[config.mk]
export PLATFORM = sky130hd
export DESIGN_NAME = fsk_quad_demod
export DESIGN_NICKNAME = d
export VERILOG_FILES = /design/src/rtl/fskq_pkg.sv /design/src/rtl/fskq_nco.sv /design/src/rtl/fskq_decim.sv /design/src/rtl/fskq_mix_avg.sv /design/src/rtl/fskq_disc.sv /design/src/rtl/fsk_quad_demod.sv
export SDC_FILE = /design/constraint.sdc
export NUM_CORES = 1
export LEC_CHECK = 0
export CORE_ASPECT_RATIO = 1.1
export CORE_MARGIN = 1.5
export CORE_UTILIZATION = 35
export CTS_BUF_LIST = sky130_fd_sc_hd__clkbuf_16
export DETAILED_ROUTE_END_ITERATION = 6
export MAX_ROUTING_LAYER = met4
export PLACE_DENSITY = 0.54
export RECOVER_POWER = 50
export SLEW_MARGIN = 20
export SYNTH_ARGS = -nofsm -noshare
export SYNTH_HDL_FRONTEND = slang
export SYNTH_HIERARCHICAL = 1
export SYNTH_SLANG_ARGS = --single-unit
[constraint.sdc]
create_clock -name clk -period 3.8 [get_ports clk]
set_clock_uncertainty 0.05 [all_clocks]
set_input_delay 0.76 -clock clk [delete_from_list [all_inputs] [get_ports clk]]
set_output_delay 0.76 -clock clk [all_outputs]
set_load 0.05 [all_outputs]
[src/rtl/fskq_pkg.sv]
// Package: shared types and helpers for the quadrature FSK demodulator.
// Assumes a square-wave local oscillator whose quadrant is the top two
// bits of the phase accumulator.
package fskq_pkg;

    // Oscillator quadrant, named by the top two phase bits.
    typedef enum logic [1:0] {
        QUAD_0 = 2'd0,
        QUAD_1 = 2'd1,
        QUAD_2 = 2'd2,
        QUAD_3 = 2'd3
    } quad_e;

    // Per-channel negate controls for the sign-only mixers.
    typedef struct packed {
        logic neg_q;    // quadrature path negates the sample
        logic neg_i;    // in-phase path negates the sample
    } mix_sel_t;

    // Square cosine is negative in quadrants 1 and 2. The Q path uses
    // the negated square sine, which is negative in quadrants 0 and 1,
    // so that a tone above the carrier rotates counter-clockwise.
    function automatic mix_sel_t quad_to_sel(input quad_e quad);
        mix_sel_t sel;
        sel.neg_i = quad[1] ^ quad[0];
        sel.neg_q = ~quad[1];
        return sel;
    endfunction

endpackage

[src/rtl/fskq_nco.sv]
// Module: fskq_nco
// Phase accumulator that forms the square-wave local oscillator.
// Adds the tuning word once per clock, so one sample per clock is
// assumed. The sample taken in a cycle is mixed with the phase held in
// that cycle. A new tuning word acts on the next addition.
module fskq_nco
    import fskq_pkg::*;
#(
    parameter int PHASE_W = 32
) (
    input  logic               clk,
    input  logic               rst_n,
    input  logic [PHASE_W-1:0] tune_word,
    output mix_sel_t           mix_sel
);

    localparam int QUAD_LSB = PHASE_W - 2;

    logic [PHASE_W-1:0] phase_acc;
    quad_e              cur_quad;

    // Advance the phase by the tuning word each sample; reset to zero.
    always_ff @(posedge clk) begin
        if (!rst_n) begin
            phase_acc <= '0;
        end else begin
            phase_acc <= phase_acc + tune_word;
        end
    end

    // Map the current quadrant to the mixer negate controls.
    always_comb begin
        cur_quad = quad_e'(phase_acc[PHASE_W-1:QUAD_LSB]);
        mix_sel  = quad_to_sel(cur_quad);
    end

    // after a quarter-cycle step of the phase, the negate controls
    // cannot both hold in a cycle where the word is exactly a quarter turn.
    p_quarter_step_r2: assert property (@(posedge clk) disable iff (!rst_n)
        (tune_word == (PHASE_W'(1) << QUAD_LSB)) && $past(rst_n)
            && ($past(tune_word) == tune_word)
        |-> (mix_sel != $past(mix_sel)));

endmodule

[src/rtl/fskq_decim.sv]
// Module: fskq_decim
// Window counter for the boxcar averager. It marks the last sample of
// each window of 2**AVG_LOG2 samples (dump) and raises a registered
// strobe in the cycle after it, when the window sums are valid.
// Counting starts at the first clock after reset is released.
module fskq_decim #(
    parameter int AVG_LOG2 = 4
) (
    input  logic clk,
    input  logic rst_n,
    output logic dump,
    output logic win_stb
);

    localparam int          AVG_LEN = 1 << AVG_LOG2;
    localparam logic [AVG_LOG2-1:0] LAST_IDX = AVG_LOG2'(AVG_LEN - 1);

    logic [AVG_LOG2-1:0] samp_idx;

    // Flag the last sample position of the current window.
    always_comb begin
        dump = (samp_idx == LAST_IDX);
    end

    // Count samples within the window and register the window strobe.
    always_ff @(posedge clk) begin
        if (!rst_n) begin
            samp_idx <= '0;
            win_stb  <= 1'b0;
        end else begin
            samp_idx <= samp_idx + 1'b1;
            win_stb  <= dump;
        end
    end

    // the window strobe is a single-cycle pulse.
    p_stb_pulse_r4: assert property (@(posedge clk) disable iff (!rst_n)
        win_stb |=> !win_stb);

endmodule

[src/rtl/fskq_mix_avg.sv]
// Module: fskq_mix_avg
// One sign-only mixer plus a decimating boxcar sum. The sample is passed
// or negated, then summed at full precision over one window. On the dump
// cycle the window total (including the current product) is registered
// as the output and the accumulator restarts from zero.
module fskq_mix_avg #(
    parameter int SAMPLE_W = 8,
    parameter int AVG_LOG2 = 4
) (
    input  logic                              clk,
    input  logic                              rst_n,
    input  logic signed [SAMPLE_W-1:0]        sample,
    input  logic                              negate,
    input  logic                              dump,
    output logic signed [SAMPLE_W+AVG_LOG2:0] win_sum
);

    localparam int PROD_W = SAMPLE_W + 1;
    localparam int SUM_W  = SAMPLE_W + AVG_LOG2 + 1;
    localparam int LIMIT  = (1 << AVG_LOG2) * (1 << (SAMPLE_W - 1));

    logic signed [PROD_W-1:0] prod;
    logic signed [SUM_W-1:0]  prod_ext;
    logic signed [SUM_W-1:0]  acc;

    // Mix: widen by one bit so that negating the most negative input fits.
    always_comb begin
        prod     = negate ? -PROD_W'(sample) : PROD_W'(sample);
        prod_ext = SUM_W'(prod);
    end

    // Accumulate the window, and hand over the total on the last sample.
    always_ff @(posedge clk) begin
        if (!rst_n) begin
            acc     <= '0;
            win_sum <= '0;
        end else if (dump) begin
            acc     <= '0;
            win_sum <= acc + prod_ext;
        end else begin
            acc     <= acc + prod_ext;
        end
    end

    // a window total stays inside the range one window can reach.
    p_no_overflow_r3: assert property (@(posedge clk) disable iff (!rst_n)
        $past(dump) |-> ((int'(win_sum) <= LIMIT) && (int'(win_sum) >= -LIMIT)));

endmodule

[src/rtl/fskq_disc.sv]
// Module: fskq_disc
// Phase-rotation discriminator with glitch filter. On each window it
// compares the Q sign with the previous window. A rise from negative to
// non-negative is an edge: the I sign is then the raw decision. The
// output follows only when two consecutive raw decisions agree. No
// signal other than clk is used as a clock.
module fskq_disc #(
    parameter int SUM_W = 13
) (
    input  logic                    clk,
    input  logic                    rst_n,
    input  logic                    win_stb,
    input  logic signed [SUM_W-1:0] bb_i,
    input  logic signed [SUM_W-1:0] bb_q,
    output logic                    data_bit,
    output logic                    data_stb
);

    logic i_pos;
    logic q_pos;
    logic q_prev_pos;
    logic primed;
    logic last_raw;
    logic q_edge;

    // Extract signs and detect a rising Q edge on a window strobe.
    always_comb begin
        i_pos  = ~bb_i[SUM_W-1];
        q_pos  = ~bb_q[SUM_W-1];
        q_edge = win_stb && primed && q_pos && !q_prev_pos;
    end

    // Track the previous Q sign; the first window after reset only primes it.
    always_ff @(posedge clk) begin
        if (!rst_n) begin
            q_prev_pos <= 1'b0;
            primed     <= 1'b0;
        end else if (win_stb) begin
            q_prev_pos <= q_pos;
            primed     <= 1'b1;
        end
    end

    // Record each raw decision and update the bit after two agreeing edges.
    always_ff @(posedge clk) begin
        if (!rst_n) begin
            last_raw <= 1'b0;
            data_bit <= 1'b0;
            data_stb <= 1'b0;
        end else begin
            data_stb <= q_edge;
            if (q_edge) begin
                last_raw <= i_pos;
                if (i_pos == last_raw) begin
                    data_bit <= i_pos;
                end
            end
        end
    end

    // a decision strobe follows a window strobe by exactly one cycle.
    p_stb_follows_window_r6: assert property (@(posedge clk) disable iff (!rst_n)
        data_stb |-> $past(win_stb));

    // the output bit only moves together with a decision strobe.
    p_hold_between_r7: assert property (@(posedge clk) disable iff (!rst_n)
        (data_bit != $past(data_bit)) |-> data_stb);

    // no decision can follow the first window after reset.
    p_first_window_r5: assert property (@(posedge clk) disable iff (!rst_n)
        (win_stb && !primed) |=> !data_stb);

endmodule

[src/rtl/fsk_quad_demod.sv]
// Module: fsk_quad_demod (top)
// Quadrature FSK demodulator: square-wave oscillator, two sign-only
// mixers with decimating boxcar sums, and a phase-rotation
// discriminator with a two-edge glitch filter. Assumes one signed
// sample per clock and a tone offset that rotates the baseband phasor
// by well under half a turn per window.
module fsk_quad_demod
    import fskq_pkg::*;
#(
    parameter int SAMPLE_W = 8,
    parameter int PHASE_W  = 32,
    parameter int AVG_LOG2 = 4
) (
    input  logic                              clk,
    input  logic                              rst_n,
    input  logic [PHASE_W-1:0]                tune_word,
    input  logic signed [SAMPLE_W-1:0]        adc_sample,
    output logic signed [SAMPLE_W+AVG_LOG2:0] bb_i,
    output logic signed [SAMPLE_W+AVG_LOG2:0] bb_q,
    output logic                              bb_stb,
    output logic                              data_bit,
    output logic                              data_stb
);

    localparam int SUM_W  = SAMPLE_W + AVG_LOG2 + 1;
    localparam int N_CHAN = 2;
    localparam int CH_I   = 0;
    localparam int CH_Q   = 1;

    mix_sel_t                mix_sel;
    logic                    dump;
    logic [N_CHAN-1:0]       chan_neg;
    logic signed [SUM_W-1:0] chan_sum [N_CHAN];

    // Local oscillator.
    fskq_nco #(.PHASE_W(PHASE_W)) u_nco (
        .clk      (clk),
        .rst_n    (rst_n),
        .tune_word(tune_word),
        .mix_sel  (mix_sel)
    );

    // Window timing shared by both channels.
    fskq_decim #(.AVG_LOG2(AVG_LOG2)) u_decim (
        .clk    (clk),
        .rst_n  (rst_n),
        .dump   (dump),
        .win_stb(bb_stb)
    );

    // Route the oscillator's negate controls to the channel order.
    always_comb begin
        chan_neg[CH_I] = mix_sel.neg_i;
        chan_neg[CH_Q] = mix_sel.neg_q;
    end

    // One mixer and boxcar sum per channel.
    for (genvar ch = 0; ch < N_CHAN; ch++) begin : g_chan
        fskq_mix_avg #(.SAMPLE_W(SAMPLE_W), .AVG_LOG2(AVG_LOG2)) u_mix (
            .clk    (clk),
            .rst_n  (rst_n),
            .sample (adc_sample),
            .negate (chan_neg[ch]),
            .dump   (dump),
            .win_sum(chan_sum[ch])
        );
    end

    // Present the channel sums at the ports.
    always_comb begin
        bb_i = chan_sum[CH_I];
        bb_q = chan_sum[CH_Q];
    end

    // Rotation-direction decision and output hold.
    fskq_disc #(.SUM_W(SUM_W)) u_disc (
        .clk     (clk),
        .rst_n   (rst_n),
        .win_stb (bb_stb),
        .bb_i    (bb_i),
        .bb_q    (bb_q),
        .data_bit(data_bit),
        .data_stb(data_stb)
    );

    // a decision strobe only appears when Q is non-negative.
    p_edge_needs_q_pos_r8: assert property (@(posedge clk) disable iff (!rst_n)
        data_stb |-> !bb_q[SUM_W-1]);

endmodule

# Word-level counts from Yosys, hierarchy flattened
# Index checks and enable logic that the tools add are counted.
# totals
regBits	94
input_bits	42
output_inout_bits	29
# op_classes
addsub	5
n_eq_ne	2
mux	2
bitwise	4
reduce_logical	6
# ops
operator	count
32-bit adder	1
13-bit by 9-bit adder with 13-bit output	2
9-bit 2-to-1 mux	2
8-bit negator with 9-bit output	1
4-bit by 1-bit adder with 4-bit output, second input constant	1
4-bit == test, second input constant	1
1-bit logical AND	3
1-bit inverter	3
2-bit AND reduction	1
2-bit OR reduction	1
1-bit == test	1
1-bit logical NOT	1
1-bit XOR	1

# Logic depth before layout (Yosys ltp)
# Gate-level depths: netlist (run 1).
# logic_depth
ltp_word	4
ltp_mapped	12
ltp_nobuf	11

# By module
# Netlist (run 1), hierarchy kept.
# modules_own_cells
mod	n_inst	cells_per_inst	area_per_inst_um2	seq_area_each_um2
fskq_nco	1	342	2720.1	640.6
fskq_mix_avg at g_chan[0].u_mix	1	207	1756.7	520.5
fskq_mix_avg at g_chan[1].u_mix	1	196	1675.4	520.5
fskq_disc	1	17	192.7	100.1
fskq_decim	1	16	182.7	100.1

# Worst setup path after synthesis (run 1)
# Ideal clock, no wire load.
# synth_timing
path_kind	input -> register
startpoint	input adc_sample[1]
endpoint	register g_chan[1].u_mix.win_sum[11]
arrival_ns	3.226
t_required_ns	3.630
slack_ns	0.404
path_stages	12
path_buffers	1
cell_sequence	inv_1 -> ha_1 -> or4b_4 -> o311ai_0 -> o21ai_0 -> ha_1 -> clkbuf_1 -> a21o_1 -> a21o_1 -> a21oi_1 -> o21ai_0 -> a211o_1
# synth_between
elab_chain_cells	3
# synth_lines
element	line	source
start, declared	fsk_quad_demod.sv:17	input logic signed [SAMPLE_W-1:0] adc_sample,
8-bit negator with 9-bit output	fskq_mix_avg.sv:28	prod = negate ? -PROD_W'(sample) : PROD_W'(sample);
9-bit 2-to-1 mux (*)	fskq_mix_avg.sv:28	
13-bit by 9-bit adder with 13-bit output (*)	fskq_mix_avg.sv:39	win_sum <= acc + prod_ext;
end signal, assigned	fskq_mix_avg.sv:39	
end, declared	fskq_mix_avg.sv:15	output logic signed [SAMPLE_W+AVG_LOG2:0] win_sum
# Every way passes the cells marked *; elsewhere a longest branch is shown, timed or not.
# A chain may end at the register's enable or synchronous reset.

# Worst setup path in the final report (run 1)
# layout_timing
startpoint	input adc_sample[4]
endpoint	register g_chan[0].u_mix.win_sum[11]
# layout_between
elab_chain_cells	3
# layout_lines
element	line
8-bit negator with 9-bit output	fskq_mix_avg.sv:28
9-bit 2-to-1 mux (*)	fskq_mix_avg.sv:28
13-bit by 9-bit adder with 13-bit output (*)	fskq_mix_avg.sv:39
end signal, assigned	fskq_mix_avg.sv:39
end, declared	fskq_mix_avg.sv:15
# Marks and branches as above.

==> results of run 1 <==
cell type report:
type                            count  area [sq um]
Clock buffer                        9           225
Clock inverter                      6          55.1
Fill cell                        1863         10300
Inverter                           23          86.3
Multi-Input combinational cell    622          4350
Sequential cell                    94          1880
Tap cell                          243           304
Timing Repair Buffer              133          1160
sequential cells by signal, summed over array words and instances (netlist names):
signal / cells
g_chan.u_mix/win_sum: 26
u_decim/win_stb: 1
u_disc/primed: 1
u_disc/data_bit: 1
u_decim/samp_idx: 4
u_disc/q_prev_pos: 1
g_chan.u_mix/acc: 26
u_disc/last_raw: 1
u_disc/data_stb: 1
u_nco/phase_acc: 32
cell usage in the layout (no fill, tap or decap), types with 9 or more instances in the layout:
cell type        netlist  final
a211oi_1              13     14
a21o_1                30     30
a21oi_1               47     47
and2_1                16     13
and3_1                13     13
buf_4                  0     61
clkbuf_16              0      9
clkdlybuf4s50_1        0     39
dfxtp_1               94     94
dlygate4sd3_1          0     30
ha_1                  58     58
inv_1                 22     24
mux2i_1               10     10
nand2_1               51     51
nand2b_1              10     10
nand3_1               23     23
nand4_1               22     22
nor2_1                60     60
nor3_1                30     30
o211ai_1               8      9
o21a_1                18     18
o21ai_0               32     30
o21bai_1               9      9
o31ai_1               10     10
or3_1                 10     10
xnor2_1               28     28
xor2_1                16     16
timing repair:
item                                    in CTS  in global routing
gates resized for setup                      0                  5
endpoints found under the hold margin        0                  0
hold buffers                                 0                  0
endpoints found under the setup margin       0                  7
worst max-delay path by stage:
stage | from | slack (ns) | end | cells after the start
after floorplan | adc_sample[1] | 0.40 | g_chan[1].u_mix/win_sum[11] | 12
after detailed placement | adc_sample[1] | -0.22 | g_chan[1].u_mix/win_sum[12] | 12
final | adc_sample[4] | 0.16 | g_chan[0].u_mix/win_sum[11] | 10
after CTS | adc_sample[1] | 0.12 | g_chan[1].u_mix/win_sum[12] | 12
after global routing | adc_sample[1] | 0.01 | g_chan[1].u_mix/acc[11] | 13
after global placement | adc_sample[4] | -0.13 | g_chan[0].u_mix/win_sum[11] | 10
synthesized netlist by cell type, types with 3 or more instances:
cell,instances
nand3_1,23
nand4_1,22
o211a_1,3
and4_1,5
a211o_1,6
clkbuf_1,24
mux2i_1,10
and3_1,13
nor2_1,60
a31oi_1,8
dfxtp_1,94
o31a_1,3
o31ai_1,10
or3_1,10
or4_1,6
nor2b_1,6
o21bai_1,9
nand3b_1,6
xor2_1,16
a21oi_1,47
o2111ai_1,3
xnor2_1,28
a311o_1,4
a21o_1,30
ha_1,58
nand2_1,51
nor3b_1,3
o211ai_1,8
nor3_1,30
inv_1,22
a21oi_2,5
fa_1,3
o21ai_0,32
o311ai_0,4
a21boi_0,3
buf_2,10
a221oi_1,4
a211oi_1,13
nand2b_1,10
and2_1,16
o21a_1,18
power groups by stage:
| stage | combinational (mW) | clock (mW) | sequential, mW |
|---|---|---|---|
| after global placement | 4.28 | 0 | 1.38 |
| after global routing | 4.89 | 0.964 | 1.38 |
| final | 4.38 | 0.897 | 1.36 |
| after CTS | 4.37 | 0.936 | 1.36 |
| after detailed placement | 4.34 | 0 | 1.38 |
| after floorplan | 3.02 | 0 | 1.35 |
layer usage:
layer	GRT usage (%)	up-vias
li1	-	3105
met1	22.2	2903
met2	34.9	121
met3	1.88	21
met4	7.99	0
met5	-	-
per-stage QoR:
stage | std cells | TNS, ns | power [mW]
CTS | 1130 | 0 | 6.67
global placement | 1115 | -0.912 | 5.66
floorplan | 778 | 0 | 4.37
detailed placement | 1115 | -1.75 | 5.72
finish | 1130 | 0 | 6.63
global route | 1130 | 0 | 7.23
logic make-up after synthesis:
kind of cell,Yosys count
XOR/XNOR,44
flip-flops,94
AO/OA/AOI/OAI,228
buffers and inverters,62
multiplexers,11
AND/OR/NAND/NOR,278
adder cells (fa/ha/maj),61
==> results.tsv, run 1 <==
stage	metric	value	unit
status	status	complete, no violations	
critical_path	CP required	3.98	ns
synthesis	Mapped Nets	881	
drt	remaining routing DRC violations	0	
place	pre-CTS setup slack	-0.220	ns
drt	metal2 WL	9.29	mm
critical_path	CP cell instances	clkdlybuf4s50_1 -> or4_4 -> o311ai_0 -> o21ai_1 -> ha_1 -> and4_1 -> o21a_1 -> nor3_1 -> a2111oi_2 -> a311o_1	
synthesis	largest area contributor in the synthesized netlist	dfxtp_1	
synthesis	Synth cell types	77	
global_route	first-pass GRT wire length	29.9	mm
critical_path	critical path class	input port to flop	
drt	metal3 WL	411	um
synthesis	Synth Area in Compound Gates	24.6	%
drt	DR vias/cell	5.44	
drt	wire per inst	16.0	um
clock_network	Post-CTS Setup Bufs	0	
clock_network	clock sink count	94	
power_and_ir_drop	Switch Pwr	2.91	mW
critical_path	Worst setup EP type	flop	
synthesis	Synth Area in Simple Gates	22.7	%
drt	M1 wire length	8.02	mm
synthesis	asr flop ratio synth	0	%
power_and_ir_drop	Peak VDD IR	0.000300	V
finish	Design Area, Final	8070	sq um
global_route	largest net degree at the start of global routing	37	
synthesis	sequential area share after synthesis	28.8	%
place	routability cong.	0.891	
synthesis	largest family of logic cells by synthesized area	compound AO/OA/AOI/OAI gates	
synthesis	Mean Syn Cell Area	8.39	sq um
global_route	GRT Total Usage	19.5	%
global_route	total gr overflow	0	
finish	area added between synthesis and finish	23.6	%
power_and_ir_drop	register share of total power	20.5	%
floorplan	io pins	71	
place	Post-DP Area	7810	sq um
drt	initial detailed-routing violation count	333	
critical_path	CP bufs+invs	1	
sta	final worst setup slack	0.164	ns
critical_path	R2R Path Start	u_nco/phase_acc[31]	
global_route	initial antenna violation count	0	
critical_path	worst reg-to-reg setup slack	0.56	ns
drt	WL final	18.1	mm
floorplan	Site Rows	52	
hold_path	Worst Hold Class	flop to flop	
clock_network	clk slew on worst S/H paths	0.06	ns
clock_network	CTS root buffer	clkbuf_16	
drt	top sig layer	met4	
synthesis	post-synthesis mux area share	1.71	%
synthesis	top cell type's share of synthesized area	28.8	%
drt	Final ANT Viol Nets	0	
power_and_ir_drop	PD cells	822	nW/um^2
synthesis	number of synthesized register bits	94	
floorplan	core footprint	18300	sq um
critical_path	Startpoint Class	input port	
place	IO buf count	70	
clock_network	Clock Path Buffers	2	
hold_path	hold path start	u_disc/primed	
critical_path	critical path arrival	3.82	ns
clock_network	clock latency on the worst-skew pair	0.35	ns
sta	final hold violations	0	
power_and_ir_drop	sw frac	43.9	%
drt	Via Count	6150	
sta	fin crit period	3.64	ns
synthesis	Post-Synthesis Cells	778	
sta	Fmax	275	MHz
finish	share of layout cells above drive strength 1	10.7	%
sta	Tcrit/Tclk final	95.7	%
power_and_ir_drop	clock share of power	13.5	%
sta	max-slew violations	0	
run	Max Cap Violations	0	
power_and_ir_drop	Cell Int Power	3.72	mW
synthesis	synth top area cells	dfxtp_1 29%, ha_1 11%, xnor2_1 3.8%	
sta	Worst slew margin	29.8	%
sta	worst slew pin tran	1.05	ns
critical_path	Crit path max-delay family	compound AO/OA/AOI/OAI gates	
clock_network	total CTS buffers	9	
finish	fin util	44.0	%
critical_path	delay of the slowest cell on the worst path	0.59	ns
global_route	vias in the first global route	6165	
synthesis	Synth Area in Adders	12.0	%
clock_network	H-Tree Depth	3	
power_and_ir_drop	Comb power frac	66.0	%
floorplan	Initial Util	35.6	%
floorplan	DIE WIDTH	133	um
synthesis	Ys Warns	6	
power_and_ir_drop	leakage power	3.56	nW
sta	RSZ-0062 raised after global routing	false	
critical_path	Slowest cell on crit path	or4_4	
hold_path	Hold Crit Depth	1	
critical_path	Max FO, Critical Path	5	
hold_path	hold endpoint	u_disc/primed	
finish	Antenna Cells	0	
synthesis	Post-Synth XOR/XNOR Area	5.90	%
sta	final hold slack	0.408	ns
finish	Final #Nets	986	
floorplan	die extent in y	146	um
synthesis	count of flip-flops with a built-in enable after synthesis	0	
drt	DRT Pass-1 Iters	5	
critical_path	reg2reg path depth	8	
critical_path	R2R Path End	g_chan[0].u_mix/win_sum[12]	
synthesis	post-synthesis cell area	6530	sq um
clock_network	CTS tree	done	
sta	Final setup viols	0	
place	DP HPWL	13.8	mm
synthesis	dominant register cell in the synthesized netlist	dfxtp_1	
floorplan	Die ar.	19500	sq um
Note: power is estimated with default switching activity, not from simulation.
==> inputs of run 2 (changes only) <==
Settings changed: SETUP_SLACK_MARGIN from default to 0.3.
==> run 2 against run 1 <==
Core utilization up 1.4 points. Final cell count up 0.27%. Power up 4.6%. Global-route usage unchanged. Worst hold slack about the same. First-iteration DRC count down 2.1%. Register-to-register slack better by 0.05 ns. Die area unchanged. Critical endpoint is now g_chan[1].u_mix/win_sum[11].
==> results.tsv, run 2 (synthesized netlist as in run 1, its figures left out) <==
stage	metric	value	unit	change
critical_path	CP cell instances	dlygate4sd3_1 -> inv_1 -> ha_2 -> or4b_4 -> o311ai_4 -> o21ai_2 -> buf_6 -> ha_4 -> nand4_1 -> a211o_1 -> and2_1 -> a211o_1		
drt	initial detailed-routing violation count	326		-2.1%
status	status	complete, no violations		
finish	area added between synthesis and finish	27.5	%	
sta	Tcrit/Tclk final	94.3	%	-1.4 points
power_and_ir_drop	Peak VDD IR	0.000301	V	+0.32%
sta	fin crit period	3.58	ns	-0.0535 ns
place	DP HPWL	13.8	mm	unchanged
critical_path	Crit path max-delay family	compound AO/OA/AOI/OAI gates		
critical_path	worst reg-to-reg setup slack	0.61	ns	+0.05 ns
clock_network	total CTS buffers	9		unchanged
floorplan	Die ar.	19500	sq um	unchanged
drt	WL final	18.4	mm	+1.8%
clock_network	clk slew on worst S/H paths	0.07	ns	about the same
hold_path	hold path start	u_disc/primed		
finish	most common cell after layout, fill and taps aside	dfxtp_1		
floorplan	Initial Util	35.6	%	unchanged
global_route	total gr overflow	0		unchanged
critical_path	R2R Path Start	u_nco/phase_acc[31]		
power_and_ir_drop	PD cells	834	nW/um^2	+1.4%
clock_network	CTS root buffer	clkbuf_16		
global_route	largest net degree at the start of global routing	37		unchanged
finish	Antenna Cells	0		unchanged
drt	metal2 WL	9.57	mm	+3.0%
hold_path	hold endpoint	u_disc/primed		
critical_path	Slowest cell on crit path	dlygate4sd3_1		
critical_path	R2R Path End	g_chan[0].u_mix/win_sum[9]		
finish	Finished Layout Cells	1133		+0.27%
finish	Biggest register	u_nco/phase_acc		
clock_network	clock latency on the worst-skew pair	0.35	ns	about the same
critical_path	Max FO, Critical Path	5		unchanged
place	IO buf count	70		unchanged
critical_path	critical path class	input port to flop		
drt	Final ANT Viol Nets	0		unchanged
floorplan	core footprint	18300	sq um	unchanged
global_route	first-pass GRT wire length	29.9	mm	about the same
power_and_ir_drop	leakage power	3.64	nW	+2.1%
sta	worst slew pin tran	1.04	ns	-0.0139 ns
place	placed cells	1115		unchanged
place	routability cong.	0.891		unchanged
critical_path	Startpoint Class	input port		
hold_path	Worst Hold Class	flop to flop		
clock_network	hold buffers post-CTS	0		unchanged
critical_path	CP bufs+invs	3		+2
floorplan	DIE WIDTH	133	um	unchanged
clock_network	CTS tree	done		
floorplan	die extent in y	146	um	unchanged
floorplan	Site Rows	52		unchanged
global_route	initial antenna violation count	0		unchanged
finish	Final #Nets	989		+0.30%
drt	DRT Pass-1 Iters	4		-1
floorplan	io pins	71		unchanged
clock_network	H-Tree Depth	3		unchanged
global_route	GRT Total Usage	19.5	%	unchanged
clock_network	clock sink count	94		unchanged
drt	metal3 WL	483	um	+18%
clock_network	Clock Path Buffers	2		unchanged
sta	max-slew violations	0		unchanged
critical_path	reg2reg path depth	10		+2
sta	RSZ-0062 raised after global routing	true		
sta	final hold violations	0		unchanged
sta	Final setup viols	0		unchanged
drt	Via Count	6208		+0.94%
critical_path	critical path arrival	3.78	ns	-0.04 ns
finish	max reg flops	32		unchanged
global_route	vias in the first global route	6170		+0.081%
critical_path	Worst setup EP type	flop		
finish	share of layout cells above drive strength 1	14.7	%	+4.0 points
drt	wire per inst	16.3	um	+1.5%
critical_path	CP most frequent cell	a211o_1		
sta	Worst slew margin	30.8	%	+0.92 points
drt	top sig layer	met4		
critical_path	delay of the slowest cell on the worst path	0.57	ns	-0.02 ns
finish	biggest regs	u_nco/phase_acc x32, g_chan.u_mix/acc x26, g_chan.u_mix/win_sum x26		
sta	final worst setup slack	0.217	ns	+0.0535 ns
hold_path	Hold Crit Depth	1		unchanged
place	pre-CTS setup slack	-0.220	ns	unchanged
sta	Fmax	279	MHz	+1.5%
drt	remaining routing DRC violations	0		unchanged
critical_path	CP required	4.00	ns	+0.02 ns
drt	DR vias/cell	5.48		+0.68%
drt	M1 wire length	7.95	mm	-0.82%
finish	most frequent cells in the layout	94 x dfxtp_1, 63 x buf_4, 60 x nor2_1, 53 x ha_1, 51 x nand2_1		
run	Max Cap Violations	0		unchanged
==> run 2: cell count changes in the layout (fill, tap and decap cells not counted), sizes merged <==
cell	before	now
buf	61	64
clkdlybuf4s50	39	35
dlymetal6s2s	0	2
dlygate4sd3	30	32
==> run 2: report_power, final <==
| group | switching (mW) | internal [mW] |
|---|---|---|
| sequential | 0.112 | 1.26 |
| combinational | 2.54 | 2.13 |
| clock | 0.397 | 0.500 |
==> run 2: cell type report <==
cell class / instances / area [sq um]
clock inverters: 6 / 55.1
fillers: 1837 / 10000
inverters: 23 / 86.3
well taps: 243 / 304
clock buffers: 9 / 225
flip-flops and latches: 94 / 1880
multi-input cells: 622 / 4580
repair buffers: 136 / 1190
==> run 2: worst max path at each step <==
stage,startpoint,endpoint,slack [ns],depth (start not counted)
finish,adc_sample[1],g_chan[1].u_mix/win_sum[11],0.22,12
global route,adc_sample[1],g_chan[1].u_mix/win_sum[11],0.11,12
CTS,adc_sample[1],g_chan[1].u_mix/win_sum[12],0.29,12
floorplan,adc_sample[1],g_chan[1].u_mix/win_sum[11],0.40,12
detailed placement,adc_sample[1],g_chan[1].u_mix/win_sum[12],-0.22,12
global placement,adc_sample[4],g_chan[0].u_mix/win_sum[11],-0.13,10
==> run 2: per-stage QoR <==
step | power (mW) | utilization [%] | hold WS [ns] | TNS [ns] | cell area (sq um)
after floorplan | 4.37 | - | 0.370 | 0 | 6530
after global placement | 5.66 | 42.6 | 0.383 | -0.912 | 7810
after detailed placement | 5.72 | 42.6 | 0.396 | -1.75 | 7810
after CTS | 6.70 | 44.2 | 0.414 | 0 | 8110
after global routing | 7.54 | 45.3 | 0.443 | 0 | 8320
final | 6.94 | 45.3 | 0.408 | 0 | 8320
==> run 2: layer usage <==
metal | GRT usage, % | vias to the layer above
li1 | - | 3109
met1 | 22.2 | 2934
met2 | 34.9 | 140
met3 | 1.88 | 25
met4 | 7.99 | 0
met5 | - | -
==> run 2: what timing repair did <==
action                                  CTS  global route
endpoints found under the setup margin   13            24
setup buffers                             0             3
gates resized for setup                   8            47
pin swaps                                 1             9
==> inputs of run 3 (changes only) <==
Settings changed: CORE_UTILIZATION 35 to 50, PLACE_DENSITY 0.54 to 0.72.
==> run 3 against run 2 <==
The flow now finishes with violations (design-rule violations). Sequential cell count unchanged. Die area down 29%. Worst setup slack better by 0.042 ns. Count of clock-buffer cells in the layout unchanged. Combinational power down 4.9%. Routed wire length down 9.0%. Clock power down 4.2%. Worst hold slack better by 0.0055 ns. Final cell count down 8.7%. Largest cell class unchanged. Highest routed layer unchanged. Critical path type unchanged. Via count up 1.1%.
==> results.tsv, run 3 (synthesized netlist as in run 1, its figures left out) <==
stage	metric	value	unit	change
floorplan	Site Rows	43		-17%
status	status	finished, violations left		
critical_path	Worst setup EP type	flop		
global_route	first-pass GRT wire length	27.8	mm	-6.8%
place	placed cells	1017		-8.8%
floorplan	Initial Util	51.4	%	+16 points
drt	Via Count	6278		+1.1%
run	Max Cap Violations	0		unchanged
drt	wire per inst	16.2	um	-0.27%
sta	fin crit period	3.54	ns	-0.0421 ns
clock_network	clock latency on the worst-skew pair	0.35	ns	about the same
floorplan	io pins	71		unchanged
floorplan	DIE WIDTH	112	um	-16%
drt	remaining routing DRC violations	5		+5
global_route	GRT Total Usage	25.5	%	+6.0 points
sta	max-slew violations	0		unchanged
drt	WL final	16.8	mm	-9.0%
drt	metal3 WL	619	um	+28%
place	DP HPWL	12.4	mm	-10%
place	routability cong.	0.958		+7.6%
finish	area added between synthesis and finish	23.1	%	
finish	fillers	1073		-42%
clock_network	clock sink count	94		unchanged
hold_path	Hold Crit Depth	2		+1
hold_path	Worst Hold Class	flop to flop		
drt	initial detailed-routing violation count	430		+32%
finish	Antenna Cells	0		unchanged
sta	final hold slack	0.414	ns	+0.00552 ns
critical_path	R2R Path End	g_chan[1].u_mix/win_sum[11]		
critical_path	R2R Path Start	u_nco/phase_acc[31]		
drt	M1 wire length	7.36	mm	-7.5%
finish	Finished Layout Cells	1034		-8.7%
drt	DRT Pass-1 Iters	7		+3
critical_path	delay of the slowest cell on the worst path	0.58	ns	about the same
drt	top sig layer	met4		
sta	Final setup viols	0		unchanged
critical_path	CP most frequent cell	ha_1		
finish	biggest regs	u_nco/phase_acc x32, g_chan.u_mix/acc x26, g_chan.u_mix/win_sum x26		
finish	most frequent cells in the layout	94 x dfxtp_1, 60 x nor2_1, 55 x ha_1, 51 x nand2_1, 51 x buf_4		
floorplan	Die ar.	13800	sq um	-29%
critical_path	CP required	3.99	ns	about the same
finish	Biggest register	u_nco/phase_acc		
finish	Design Area, Final	8040	sq um	-3.4%
finish	most common cell after layout, fill and taps aside	dfxtp_1		
critical_path	critical path class	input port to flop		
sta	Tcrit/Tclk final	93.2	%	-1.1 points
sta	Fmax	282	MHz	+1.2%
sta	final hold violations	0		unchanged
power_and_ir_drop	leakage power	3.53	nW	-2.8%
critical_path	Slowest cell on crit path	dlygate4sd3_1		
finish	share of layout cells above drive strength 1	12.7	%	-2.1 points
hold_path	hold endpoint	g_chan[1].u_mix/win_sum[9]		
finish	Final #Nets	975		-1.4%
finish	max reg flops	32		unchanged
critical_path	Startpoint Class	input port		
drt	metal2 WL	8.32	mm	-13%
place	Post-DP Area	7610	sq um	-2.5%
global_route	vias in the first global route	6108		-1.0%
clock_network	Clock Path Buffers	2		unchanged
power_and_ir_drop	Peak VDD IR	0.000357	V	+19%
clock_network	clk slew on worst S/H paths	0.07	ns	about the same
floorplan	die extent in y	123	um	-16%
critical_path	worst reg-to-reg setup slack	0.94	ns	+0.33 ns
hold_path	hold path start	g_chan[1].u_mix/win_sum[9]		
clock_network	total CTS buffers	9		unchanged
sta	Worst slew margin	20.0	%	-11 points
global_route	initial antenna violation count	0		unchanged
clock_network	H-Tree Depth	3		unchanged
sta	worst slew pin tran	1.20	ns	+0.161 ns
power_and_ir_drop	PD cells	830	nW/um^2	-0.51%
global_route	total gr overflow	0		unchanged
critical_path	CP cell instances	dlygate4sd3_1 -> inv_1 -> ha_1 -> or4b_4 -> o21ai_2 -> xnor2_1 -> ha_1 -> buf_4 -> nand4_1 -> a41oi_2 -> o2111a_1 -> a211o_1		
critical_path	Max FO, Critical Path	6		+1
sta	RSZ-0062 raised after global routing	true		
critical_path	reg2reg path depth	10		unchanged
global_route	largest net degree at the start of global routing	38		+2.7%
clock_network	CTS tree	done		
drt	DR vias/cell	6.07		+11%
floorplan	core footprint	12700	sq um	-31%
drt	Final ANT Viol Nets	0		unchanged
status	violated checks	design-rule violations		
clock_network	CTS root buffer	clkbuf_16		
power_and_ir_drop	Pwr Total	6.67	mW	-3.9%
critical_path	critical path arrival	3.73	ns	-0.05 ns
place	IO buf count	70		unchanged
==> run 3: layout make-up <==
cell class	count	area [sq um]	share of cell area [%]
sequential	94	1880	23.4
timing repair buffer	122	1080	13.5
clock buffer	9	225	2.80
tap	157	196	2.44
multi-input combinational	622	4510	56.2
inverter	23	86.3	1.07
clock inverter	7	50.0	0.623
==> run 3: per-stage QoR <==
step / util, % / setup WS (ns) / TNS, ns
global placement: 60.0 / -0.158 / -0.701
CTS: 62.3 / 0.262 / 0
finish: 63.3 / 0.260 / 0
floorplan: - / 0.404 / 0
detailed placement: 60.0 / -0.306 / -1.55
global route: 63.3 / 0.176 / 0
==> run 3: critical path: cells and delay by family <==
kind	cells	cell delay [ns]
AND/OR/NAND/NOR	2	0.63
XOR/XNOR	1	0.18
buffers and inverters	3	0.82
adder cells (fa/ha/maj)	2	0.50
AO/OA/AOI/OAI	4	0.84
==> run 3: layer usage <==
| metal | vias to the layer above | GRT usage [%] |
|---|---|---|
| li1 | 3086 | - |
| met5 | - | - |
| met1 | 2966 | 30.0 |
| met3 | 39 | 2.86 |
| met2 | 187 | 43.9 |
| met4 | 0 | 12.3 |
==> run 3: worst max path at each step <==
stage	startpoint	slack, ns	end
final	adc_sample[0]	0.26	g_chan[1].u_mix/win_sum[12]
after global routing	adc_sample[0]	0.18	g_chan[0].u_mix/win_sum[11]
after CTS	adc_sample[4]	0.26	g_chan[0].u_mix/win_sum[11]
after detailed placement	adc_sample[0]	-0.31	g_chan[1].u_mix/win_sum[11]
after global placement	adc_sample[0]	-0.16	g_chan[1].u_mix/win_sum[11]
after floorplan	adc_sample[1]	0.40	g_chan[1].u_mix/win_sum[11]
==> run 3: what timing repair did <==
action                                 4_1_cts  5_1_grt
pin swaps                                    2        4
endpoints found under the hold margin        0        0
setup endpoints to repair                   12       20
resized for setup                            6       31
buffers inserted                             1        0
hold buffers                                 0        0
==> run 3: power breakdown <==
group | total [mW] | switching, mW | internal [mW]
Sequential | 1.37 | 0.111 | 1.26
Clock | 0.859 | 0.413 | 0.446
Combinational | 4.44 | 2.47 | 1.97
Total | 6.67 | 2.99 | 3.68
